## config.mk

```make
export PLATFORM = sky130hd
export DESIGN_NAME = pwm_tick_channel
export DESIGN_NICKNAME = d
export VERILOG_FILES = /design/src/rtl/pwm_tick_pkg.sv /design/src/rtl/pwm_ctrl_regs.sv /design/src/rtl/pwm_count_core.sv /design/src/rtl/pwm_pad_stage.sv /design/src/rtl/pwm_tick_channel.sv
export SDC_FILE = /design/constraint.sdc
export NUM_CORES = 1
export LEC_CHECK = 0
export ABC_AREA = 1
export ABC_CLOCK_PERIOD_IN_PS = 1600
export BUFFER_PORTS_ARGS = -buffer_cell sky130_fd_sc_hd__buf_2
export CORE_ASPECT_RATIO = 0.75
export CORE_MARGIN = 1
export CORE_UTILIZATION = 52
export CTS_CLUSTER_DIAMETER = 80
export DETAILED_ROUTE_END_ITERATION = 8
export GPL_TIMING_DRIVEN = 0
export PLACE_DENSITY_LB_ADDON = 0.1
export REMOVE_ABC_BUFFERS = 1
export SYNTH_ARGS = -nofsm -noshare
export SYNTH_HDL_FRONTEND = slang
export SYNTH_SLANG_ARGS = --single-unit
```

## constraint.sdc

```tcl
create_clock -name clk_i -period 1.6 [get_ports clk_i]
set_input_delay 0.32 -clock clk_i [delete_from_list [all_inputs] [get_ports clk_i]]
set_output_delay 0.32 -clock clk_i [all_outputs]
set_load 0.05 [all_outputs]
```

## src/rtl/pwm_tick_pkg.sv

```systemverilog
package pwm_tick_pkg;
  typedef struct packed {
    logic od;        // bit3
    logic force_hi;  // bit2
    logic oe_n;      // bit1
    logic start;     // bit0
  } pwm_ctrl_t;

  localparam pwm_ctrl_t CTRL_RST = '{od: 1'b0, force_hi: 1'b0, oe_n: 1'b1, start: 1'b0};
endpackage

```

## src/rtl/pwm_ctrl_regs.sv

```systemverilog
module pwm_ctrl_regs
  import pwm_tick_pkg::*;
(
  input  logic      clk_i,
  input  logic      rst_ni,
  input  logic      ctrl_we_i,
  input  logic [3:0] ctrl_i,
  input  logic      sel_we_i,
  input  logic      sel_i,
  output pwm_ctrl_t ctrl_o,
  output logic      sel_o
);
  pwm_ctrl_t ctrl_q;
  logic      sel_q;

  always_ff @(posedge clk_i or negedge rst_ni) begin
    if (!rst_ni) begin
      ctrl_q <= CTRL_RST;
      sel_q  <= 1'b0;
    end else begin
      if (ctrl_we_i) ctrl_q <= pwm_ctrl_t'(ctrl_i);
      if (sel_we_i)  sel_q  <= sel_i;
    end
  end

  assign ctrl_o = ctrl_q;
  assign sel_o  = sel_q;

  a_r2_ctrl_write: assert property (@(posedge clk_i) disable iff (!rst_ni)
    ctrl_we_i |=> (ctrl_o == pwm_ctrl_t'($past(ctrl_i))));
  a_r2_ctrl_hold: assert property (@(posedge clk_i) disable iff (!rst_ni)
    !ctrl_we_i |=> $stable(ctrl_o));
endmodule

```

## src/rtl/pwm_count_core.sv

```systemverilog
module pwm_count_core #(
  parameter int CNT_W = 8
) (
  input  logic             clk_i,
  input  logic             rst_ni,
  input  logic             tick_i,
  input  logic             start_i,
  input  logic             on_we_i,
  input  logic             per_we_i,
  input  logic [CNT_W-1:0] val_i,
  output logic             pwm_o
);
  localparam logic [CNT_W-1:0] ONE = CNT_W'(1);

  logic [CNT_W-1:0] on_sh_q, per_sh_q, on_q, per_q, cnt_q;
  logic             wrap;

  assign wrap = tick_i && (cnt_q == per_q);

  always_ff @(posedge clk_i or negedge rst_ni) begin
    if (!rst_ni) begin
      on_sh_q  <= '0;
      per_sh_q <= '0;
    end else begin
      if (on_we_i)  on_sh_q  <= val_i;
      if (per_we_i) per_sh_q <= val_i;
    end
  end

  // active values reload only at a period boundary or while stopped
  always_ff @(posedge clk_i or negedge rst_ni) begin
    if (!rst_ni) begin
      cnt_q <= '0;
      on_q  <= '0;
      per_q <= '0;
    end else if (!start_i) begin
      cnt_q <= '0;
      on_q  <= on_sh_q;
      per_q <= per_sh_q;
    end else if (wrap) begin
      cnt_q <= '0;
      on_q  <= on_sh_q;
      per_q <= per_sh_q;
    end else if (tick_i) begin
      cnt_q <= cnt_q + ONE;
    end
  end

  assign pwm_o = start_i && (cnt_q < on_q);

  a_r3_cnt_in_range: assert property (@(posedge clk_i) disable iff (!rst_ni)
    start_i |-> (cnt_q <= per_q));
  a_r3_no_tick_hold: assert property (@(posedge clk_i) disable iff (!rst_ni)
    (start_i && !tick_i) |=> $stable(cnt_q));
  a_r4_full_on: assert property (@(posedge clk_i) disable iff (!rst_ni)
    (start_i && (on_q > per_q)) |-> pwm_o);
  a_r5_stopped: assert property (@(posedge clk_i) disable iff (!rst_ni)
    !start_i |=> (cnt_q == '0));
  a_r5_low: assert property (@(posedge clk_i) disable iff (!rst_ni)
    !start_i |-> !pwm_o);
  a_r6_hold_on: assert property (@(posedge clk_i) disable iff (!rst_ni)
    (start_i && !wrap) |=> ($stable(on_q) && $stable(per_q)));
endmodule

```

## src/rtl/pwm_pad_stage.sv

```systemverilog
module pwm_pad_stage
  import pwm_tick_pkg::*;
(
  input  logic      clk_i,
  input  logic      rst_ni,
  input  pwm_ctrl_t ctrl_i,
  input  logic      sel_i,
  input  logic      pwm_i,
  input  logic      sq_i,
  output logic      pad_o,
  output logic      pad_oe_o
);
  logic src, drv;

  always_comb begin
    src = sel_i ? pwm_i : sq_i;
    drv = ctrl_i.force_hi ? 1'b1 : src;
    if (ctrl_i.od) begin
      pad_o    = 1'b0;
      pad_oe_o = !ctrl_i.oe_n && !drv;
    end else begin
      pad_o    = drv;
      pad_oe_o = !ctrl_i.oe_n;
    end
  end

  a_r9_od_low_only: assert property (@(posedge clk_i) disable iff (!rst_ni)
    ctrl_i.od |-> !pad_o);
  a_r9_od_force_release: assert property (@(posedge clk_i) disable iff (!rst_ni)
    (ctrl_i.od && ctrl_i.force_hi) |-> !pad_oe_o);
  a_r10_oe_gate: assert property (@(posedge clk_i) disable iff (!rst_ni)
    ctrl_i.oe_n |-> !pad_oe_o);
  a_r8_force: assert property (@(posedge clk_i) disable iff (!rst_ni)
    (ctrl_i.force_hi && !ctrl_i.od) |-> pad_o);
  a_r7_sq_pass: assert property (@(posedge clk_i) disable iff (!rst_ni)
    (!sel_i && !ctrl_i.force_hi && !ctrl_i.od) |-> (pad_o == sq_i));
endmodule

```

## src/rtl/pwm_tick_channel.sv

```systemverilog
module pwm_tick_channel
  import pwm_tick_pkg::*;
#(
  parameter int CNT_W = 8
) (
  input  logic             clk_i,
  input  logic             rst_ni,
  input  logic             tick_i,
  input  logic             sq_i,
  input  logic             ctrl_we_i,
  input  logic [3:0]       ctrl_i,
  input  logic             sel_we_i,
  input  logic             sel_i,
  input  logic             on_we_i,
  input  logic             per_we_i,
  input  logic [CNT_W-1:0] val_i,
  output logic             pad_o,
  output logic             pad_oe_o
);
  pwm_ctrl_t ctrl;
  logic      sel, pwm;

  pwm_ctrl_regs u_regs (
    .clk_i, .rst_ni, .ctrl_we_i, .ctrl_i, .sel_we_i, .sel_i,
    .ctrl_o(ctrl), .sel_o(sel)
  );

  pwm_count_core #(.CNT_W(CNT_W)) u_core (
    .clk_i, .rst_ni, .tick_i, .start_i(ctrl.start),
    .on_we_i, .per_we_i, .val_i, .pwm_o(pwm)
  );

  pwm_pad_stage u_pad (
    .clk_i, .rst_ni, .ctrl_i(ctrl), .sel_i(sel), .pwm_i(pwm), .sq_i,
    .pad_o, .pad_oe_o
  );

  a_r1_reset_state: assert property (@(posedge clk_i) disable iff (!rst_ni)
    $rose(rst_ni) |-> (!pad_oe_o && (pad_o == sq_i)));
endmodule

```

==> After elaboration in Yosys (flattened, before gate mapping) <==
Cells that the tools add are included.
{ "word_totals": {"regBits": 45, "word_cells": 31} }
{ "classes": {"add_sub_neg": 1, "n_lt_le_gt_ge": 1, "eq_ne": 3, "mux": 11, "reduce_logical": 5} }
{ "op_table": {"columns": ["op", "count"], "rows": [
  ["$mux 8", 7],
  ["$add 8x1->8 const B", 1],
  ["$eq 8x8->1", 1],
  ["$lt 8x8->1", 1],
  ["$mux 1", 4],
  ["$logic_and 1x1->1", 3],
  ["$ne 3x2->1 const B", 1],
  ["$logic_not 1->1", 2],
  ["$ne 2x1->1 const B", 1]
]} }

==> Logic depth before layout (Yosys ltp) <==
Gate-level depths: netlist of run 1.
{ "logic_depth": {"depth_word": 7, "ltp_mapped": 10} }

==> By module <==
From an unflattened synthesis of run 1, not the netlist that was laid out.
{ "hier_totals": {"hier_cells": 251, "hier_area_um2": 2225.9} }
{ "modules_own_cells": {"columns": ["mod", "instances", "cells_per_inst", "area_per_inst_um2", "seq_area_each_um2"], "rows": [
  ["pwm_count_core", 1, 222, 1993.2, 1001.0],
  ["pwm_ctrl_regs", 1, 22, 190.2, 126.4],
  ["pwm_pad_stage", 1, 7, 42.5, 0.0]
]} }

==> Worst setup path before layout of run 1 <==
OpenSTA, ideal clock, no wires.
{ "synth_timing": {"kind": "register to output", "startpoint": "reg u_core.cnt_q[5]", "endpoint": "out pad_o", "t_arrival_ns": 1.858, "path_slack_ns": -0.578, "stages_incl_launch_ff": 6, "n_path_buf": 0, "cell_sequence": "dfrtp_1 ha_1 a21oi_1 o21a_1 nand4_1 a21oi_1"} }
{ "synth_between": {"elab_chain_cells": 5} }
{ "synth_rtl": {"columns": ["item", "line_no", "text"], "rows": [
  ["start, declared", "pwm_count_core.sv:15", "logic [CNT_W-1:0] on_sh_q, per_sh_q, on_q, per_q, cnt_q;"],
  ["start signal, assigned", "pwm_count_core.sv:45", "cnt_q <= cnt_q + ONE;"],
  ["$lt 8x8->1", "pwm_count_core.sv:49", "assign pwm_o = start_i && (cnt_q < on_q);"],
  ["$logic_and 1x1->1", "pwm_count_core.sv:49", null],
  ["$mux 1", "pwm_pad_stage.sv:16", "src = sel_i ? pwm_i : sq_i;"],
  ["$mux 1", "pwm_pad_stage.sv:17", "drv = ctrl_i.force_hi ? 1'b1 : src;"],
  ["$mux 1", "pwm_pad_stage.sv:18", "if (ctrl_i.od) begin"],
  ["end, declared", "pwm_tick_channel.sv:17", "output logic pad_o,"]
]} }
No other way between the ends.

==> Worst setup path after layout of run 1 <==
{ "layout_timing": {"startpoint": "reg u_core.cnt_q[7]", "endpoint": "out pad_oe_o"} }
{ "layout_between": {"elab_chain_cells": 7} }
{ "layout_rtl": {"columns": ["item", "line_no", "text"], "rows": [
  ["$lt 8x8->1", "pwm_count_core.sv:49", null],
  ["$logic_and 1x1->1", "pwm_count_core.sv:49", null],
  ["$mux 1", "pwm_pad_stage.sv:16", null],
  ["$mux 1", "pwm_pad_stage.sv:17", null],
  ["$logic_not 1->1", "pwm_pad_stage.sv:20", "pad_oe_o = !ctrl_i.oe_n && !drv;"],
  ["$logic_and 1x1->1", "pwm_pad_stage.sv:20", null],
  ["$mux 1", "pwm_pad_stage.sv:18", null],
  ["end, declared", "pwm_tick_channel.sv:18", "output logic pad_oe_o"]
]} }
No other way between the ends.

==> results of run 1 <==
power breakdown:
part           switching (mW)  total (mW)  internal [mW]
Combinational           0.334       0.595          0.261
Sequential              0.109        1.38           1.28
Clock                   0.426       0.782          0.356
cell type report:
class	instances	share of cell area [%]
flip-flops and latches	45	41.5
multi-input cells	159	38.1
repair buffers	39	11.6
clock buffers	6	3.03
inverters	19	2.61
well taps	55	2.52
clock inverters	2	0.596
timing repair:
item	4_1_cts	5_1_grt
gates resized for setup	15	10
cloned	2	0
pin swaps	8	2
setup endpoints to repair	24	24
hold buffers	0	0
hold endpoints to repair	0	0
setup buffers	13	3
through the flow:
step / instance area (um^2) / power [mW] / hold WS [ps] / TNS [ps]
floorplan: 2160 / 1.71 / 24.4 / -1160
global placement: 2340 / 1.85 / 449 / -2720
detailed placement: 2340 / 1.86 / 454 / -3150
CTS: 2670 / 2.70 / 204 / -3960
global route: 2730 / 2.90 / 238 / -6450
finish: 2730 / 2.76 / 165 / -6190
metal layers:
| layer | share of wire (%) | vias to the layer above | GRT usage (%) | routed length, um |
|---|---|---|---|---|
| met5 | 0 | - | 0 | 0 |
| met4 | 2.8 | 0 | 11.3 | 140 |
| met3 | 4.9 | 14 | 5.58 | 250 |
| met2 | 46 | 53 | 37.5 | 2340 |
| met1 | 46 | 814 | 33.2 | 2360 |
| li1 | - | 825 | - | - |
path summary, 6_finish.rpt:
| check | start | endpoint | slack, ps | depth (start not counted) |
|---|---|---|---|---|
| setup / recovery | u_core.cnt_q[7] | pad_oe_o | -550 | 7 |
| hold / removal | rst_ni | u_regs.ctrl_o[2] | 160 | 1 |
| setup reg to reg | u_core.cnt_q[3] | u_core.per_q[2] | -250 | 10 |
| hold reg to reg | u_core.on_sh_q[2] | u_core.on_q[2] | 470 | 2 |
| max in group asynchronous | rst_ni | u_regs.ctrl_o[0] | 720 | 1 |
| min in group clk_i | sel_we_i | u_regs.sel_o | 220 | 2 |
state kept, by name, indices dropped and copies added (netlist names):
register / count
u_core.on_sh_q: 8
u_core.per_sh_q: 8
u_regs.ctrl_o: 4
u_core.cnt_q: 8
u_core.on_q: 8
u_regs.sel_o: 1
u_core.per_q: 8
worst register-to-register path: stages, from the launching register on:
cell and delay, ps:
dfrtp_1 430, buf_4 170, inv_2 70, or2_1 120, nand4_1 140, nor3_2 240
nand3_4 180, buf_12 180, nand2_4 150, nand2_1 70, nand2_1 50
cell families after synthesis:
kind of cell	count (synthesis)	share of synthesized area (%)
buf+inv	26	5.28
xor+xnor	6	2.39
mux	20	10.2
flops	45	51.2
compound gates	11	2.95
simple gates	113	23.4
fa+ha+maj	8	4.55
layout by cell type, fill, tap and decap left out, types with 2 or more instances in the layout:
cell / instances
nand4_1: 7
dfrtp_2: 2
or2_1: 3
nand3_1: 17
a21oi_2: 3
xor2_1: 6
nand2_1: 61
inv_2: 6
clkbuf_8: 6
or2_2: 3
buf_12: 3
ha_4: 4
buf_6: 4
dfrtp_1: 41
buf_4: 11
ha_1: 4
nand2_2: 2
nor3_2: 2
a21oi_1: 5
mux2_2: 20
buf_2: 20
nor2_1: 14
inv_1: 13
==> results.json, run 1 <==
{
  "outcome": "finished with violations",
  "violations": "negative setup slack",
  "numCtsBuffers": 5,
  "yosys.area.top_type": "dfrtp_1",
  "synthArstFlopShare_pct": 100,
  "cts-root-buf": "clkbuf_8",
  "fp.dieH_um": 58.4,
  "wl_per_cell_um": 15.7,
  "yosysMostFrequentCell": "nand2_1",
  "wl_um": 5090,
  "setup_viol": 24,
  "syn_to_final_growth_pct": 23.9,
  "crit_chain": "ha_4, nand2_1, o21a_1, nand4_1, nand2_1, a21oi_1, buf_4",
  "avgSynthCellArea_um2": 9.62,
  "drc": 0,
  "end_kind": "output port",
  "startpoint_type": "flop",
  "layout_min_cycle_time_ps": 2150,
  "h-tree-depth": 2,
  "netlist_instances": 229,
  "critical_path_class": "reg2out",
  "dp_hpwl_um": 2740,
  "fin_skew_ps": 7.47,
  "tightest_slew_ps": 988,
  "hold_path.class": "in2async",
  "cpMaxStageDelayCell": "dfrtp_1",
  "p_leak_nw": 1.35,
  "max_freq_mhz": 465,
  "grt_usage_pct": 24.3,
  "via_per_inst": 5.25,
  "netlist-cell-type-count": 26,
  "drive_gt1_share_pct": 35.2,
  "fin_ws_ps": -552,
  "cts.sinks": 45,
  "rsz0062_at_grt": "yes",
  "critPathRequiredTime_ps": 1280,
  "cts_tree": "yes",
  "filler_cell_count": 330,
  "start_util_pct": 54.3,
  "diodes": 0,
  "fin_crit_sh_pct": 134,
  "core_um2": 4050,
  "crit_family": "flip-flops",
  "port_buffers": 22,
  "yosys_warnings": 0,
  "relSlewSlack_pct": 34.2,
  "synth_ff_type": "dfrtp_1",
  "finish.utilization_pct": 67.3,
  "first_pass_iters": 4,
  "grt_pass1_wl_um": 8030,
  "grt_antenna_before_repair": 0,
  "syn_area_um2": 2200,
  "grt_pass1_vias": 1656,
  "synth_common_cells": "63 x nand2_1, 44 x dfrtp_1, 20 x mux2_2, 18 x inv_1, 17 x nand3_1",
  "grt_remaining_overflow": 0,
  "maxCapViolations": 0,
  "die-area_um2": 4500,
  "grt_max_degree": 46,
  "clock_insertion_delay_worst_skew_ps": 310,
  "synth-seq-cells": 45,
  "crit_fanout": 2,
  "drt-initial-drc-count": 120,
  "slowest_delay_ps": 430,
  "die_x_um": 77.1,
  "vdd_ir_drop_max_v": 0.000669,
  "rows": 20,
  "gp_congestion": 0.815,
  "nets": 298,
  "io_pins": 23,
  "multi_input_area_um2": 1040,
  "clock_path_buffers": 2,
  "worstPathArrival_ps": 1830,
  "ant_nets": 0,
  "slew_viol_final": 0,
  "crit_top_cell": "nand2_1",
  "p_per_area_nw_per_um2": 1010,
  "synthTopCellsByArea": "dfrtp_1 50%, nand2_1 11%, mux2_2 10%",
  "clk_pin_slew_ps": 80,
  "dp_cells": 299,
  "preCtsSetupSlack_ps": -343,
  "synth-seq-area-share_pct": 51.2,
  "synth_top_area_share_pct": 50.0,
  "path_buf_inv": 1,
  "finalHoldViolCount": 0,
  "regArea_um2": 1130,
  "vias": 1706,
  "final_cells": 325,
  "synth_edf_count": 0
}
(Power assumes the default switching activity.)
==> run 2: changes to the inputs <==
--- a/config.mk
+++ b/config.mk
@@ -15,7 +15,7 @@
 export DETAILED_ROUTE_END_ITERATION = 8
 export GPL_TIMING_DRIVEN = 0
 export PLACE_DENSITY_LB_ADDON = 0.1
-export REMOVE_ABC_BUFFERS = 1
 export SYNTH_ARGS = -nofsm -noshare
 export SYNTH_HDL_FRONTEND = slang
+export SYNTH_HIERARCHICAL = 1
 export SYNTH_SLANG_ARGS = --single-unit
==> run 2 against run 1 <==
Effect of this change:
- the flow still finishes with violations (negative setup slack)
- cell count is 6.8% higher
- sequential power is essentially flat
- power down 3.7%
- critical path depth is 1 higher
- flip-flop and latch count stayed put
- maximum frequency fell by 1.5%
==> results.json, run 2 <==
{
  "outcome": "finished with violations",
  "violations": "negative setup slack",
  "h-tree-depth": 2,
  "yosys_warnings": 6,
  "cts.sinks": 45,
  "clk_pin_slew_ps": 100,
  "intPower_mw": 1.85,
  "p_sw_share_pct": 30.4,
  "clock_path_buffers": 2,
  "p_leak_nw": 1.38,
  "p_clk_share_pct": 29.4,
  "vias": 1731,
  "reg2regPathDepth": 9,
  "port_buffers": 20,
  "synth_top_area_share_pct": 49.5,
  "grt_pass1_wl_um": 8070,
  "start_util_pct": 54.6,
  "r2r_setup_slack_ps": 100,
  "via_per_inst": 4.99,
  "die_x_um": 77.5,
  "synthArstFlopShare_pct": 100,
  "crit_fanout": 2,
  "hold_buffers": 0,
  "synth_edf_count": 0,
  "syn_area_um2": 2230,
  "relSlewSlack_pct": 34.6,
  "grt_max_degree": 46,
  "fin_crit_sh_pct": 137,
  "fin_ws_ps": -585,
  "rsz0062_at_grt": "yes",
  "numCtsBuffers": 5,
  "worst_r2r_endpoint": "u_core/on_q[1]",
  "netlist_instances": 251,
  "final_cell_mix": "84 x nand2_1, 40 x dfrtp_1, 21 x nand3_1, 20 x inv_1, 19 x buf_2",
  "fin_skew_ps": 8.11,
  "startpoint_type": "flop",
  "syn-num-nets": 280,
  "p_switching_uw": 809,
  "cts_tree": "yes",
  "finish.utilization_pct": 66.8,
  "grt_antenna_before_repair": 0,
  "avgSynthCellArea_um2": 8.87,
  "syn_to_final_growth_pct": 22.5,
  "io_pins": 23,
  "total_power_mw": 2.66,
  "setup_viol": 2,
  "diodes": 0,
  "cts-root-buf": "clkbuf_8",
  "tightest_slew_ps": 982,
  "filler_cell_count": 355,
  "drc": 0,
  "grt_usage_pct": 23.8,
  "yosys.area.top_type": "dfrtp_1",
  "grt_pass1_vias": 1680,
  "gp_congestion": 0.750,
  "ant_nets": 0,
  "synth_ff_type": "dfrtp_1",
  "p_per_area_nw_per_um2": 976,
  "clock_insertion_delay_worst_skew_ps": 310,
  "worstPathArrival_ps": 1860,
  "r2r_start": "u_core/cnt_q[1]",
  "critical_path_class": "reg2out",
  "power_frac_seq_pct": 50.9,
  "critPathRequiredTime_ps": 1280,
  "preCtsSetupSlack_ps": -440,
  "rows": 20,
  "hold_slack_ps": 171,
  "wl_um": 4760,
  "synthTopCellsByArea": "dfrtp_1 49%, nand2_1 15%, mux2_2 8.1%",
  "nets": 320,
  "netlist-cell-type-count": 28,
  "p_comb_share_pct": 19.6,
  "first_pass_iters": 4,
  "vdd_ir_drop_max_v": 0.000658,
  "grt_remaining_overflow": 0,
  "end_kind": "output port",
  "die-area_um2": 4550,
  "maxCapViolations": 0,
  "core_um2": 4080,
  "fp.dieH_um": 58.7,
  "layout_min_cycle_time_ps": 2180,
  "drt-initial-drc-count": 74,
  "yosysMostFrequentCell": "nand2_1",
  "wl_per_cell_um": 13.7,
  "synth-seq-cells": 45,
  "synth-seq-area-share_pct": 50.6,
  "final_common_cell": "nand2_1",
  "dp_hpwl_um": 3260,
  "hold_path.class": "in2async",
  "synth_common_cells": "87 x nand2_1, 44 x dfrtp_1, 25 x inv_1, 23 x nand3_1, 16 x mux2_2",
  "finalHoldViolCount": 0,
  "slew_viol_final": 0,
  "max_freq_mhz": 458,
  "drive_gt1_share_pct": 32.2
}
-- run 2: changes by cell type after synthesis, moves of 4 or more --
| cell | previous run | this run |
|---|---|---|
| nand2_1 | 63 | 87 |
| inv_1 | 18 | 25 |
| nand3_1 | 17 | 23 |
| nand4_1 | 7 | 1 |
| mux2_2 | 20 | 16 |
| xor2_1 | 6 | 2 |
-- run 2: power groups by stage --
| stage | Combinational (mW) | Clock, mW | Sequential (mW) |
|---|---|---|---|
| after floorplan | 0.345 | 0 | 1.34 |
| after global placement | 0.442 | 0 | 1.37 |
| after detailed placement | 0.459 | 0 | 1.38 |
| after CTS | 0.494 | 0.791 | 1.35 |
| after global routing | 0.591 | 0.831 | 1.37 |
| final | 0.523 | 0.783 | 1.35 |
-- run 2: worst max-delay path by stage --
stage	slack, ps	to	cells past startpoint	from
floorplan	-240	pad_o	6	u_core/cnt_q[7]
global placement	-410	pad_oe_o	8	u_core/cnt_q[2]
detailed placement	-440	pad_oe_o	8	u_core/cnt_q[1]
CTS	-620	pad_o	8	u_core/on_q[3]
global route	-700	pad_o	8	u_core/on_q[7]
finish	-580	pad_o	8	u_core/on_q[7]
-- run 2: worst max-delay path: stages (launching register included) --
cell      delay [ps]
dfrtp_1          400
inv_2             80
ha_4             210
a211oi_2         210
nand3_2          110
a21oi_2          120
nand2_2           90
a31oi_4          150
buf_6            180
-- run 2: kinds of logic after synthesis --
logic type                 count (synthesis)  synth area share (%)
xor gates and xnor gates                   3                  1.18
muxes                                     16                  8.09
adders and majority gates                  8                  4.50
DFF                                       45                  50.6
and+or+nand+nor                          133                  26.1
buffers and inverters                     36                  6.86
AOI/OAI and AO/OA                         10                  2.59
-- run 2: what timing repair did --
item                                    in CTS  in global routing
gates cloned                                 0                  1
buffers inserted                             7                  5
endpoints found under the setup margin       2                 23
gates resized for setup                     12                 13
pin swaps                                   11                  6
-- run 2: routing by layer --
| layer | part of all wire (%) | wire (um) | GRT usage, % | vias up |
|---|---|---|---|---|
| li1 | - | - | - | 872 |
| met1 | 51 | 2420 | 35.0 | 830 |
| met2 | 44 | 2110 | 35.0 | 25 |
| met3 | 3.4 | 162 | 4.65 | 4 |
| met4 | 1.3 | 63 | 9.70 | 0 |
| met5 | 0 | 0 | 0 | - |
-- run 2: metrics by stage --
step / instance area, um^2 / TNS, ps / instances
finish: 2730 / -1160 / 347
global placement: 2440 / -814 / 326
CTS: 2630 / -1230 / 341
floorplan: 2270 / -476 / 251
detailed placement: 2440 / -870 / 326
global route: 2730 / -1460 / 347
-- run 2: layout make-up --
class                           count  area (um^2)  share of cell area, %
Inverter                           29          109                   3.99
Clock buffer                        6         82.6                   3.03
Buffer                              7         53.8                   1.97
Tap cell                           55         68.8                   2.52
Timing Repair Buffer               33          239                   8.77
Multi-Input combinational cell    170         1020                   37.5
Clock inverter                      2         17.5                  0.642
Sequential cell                    45         1130                   41.5
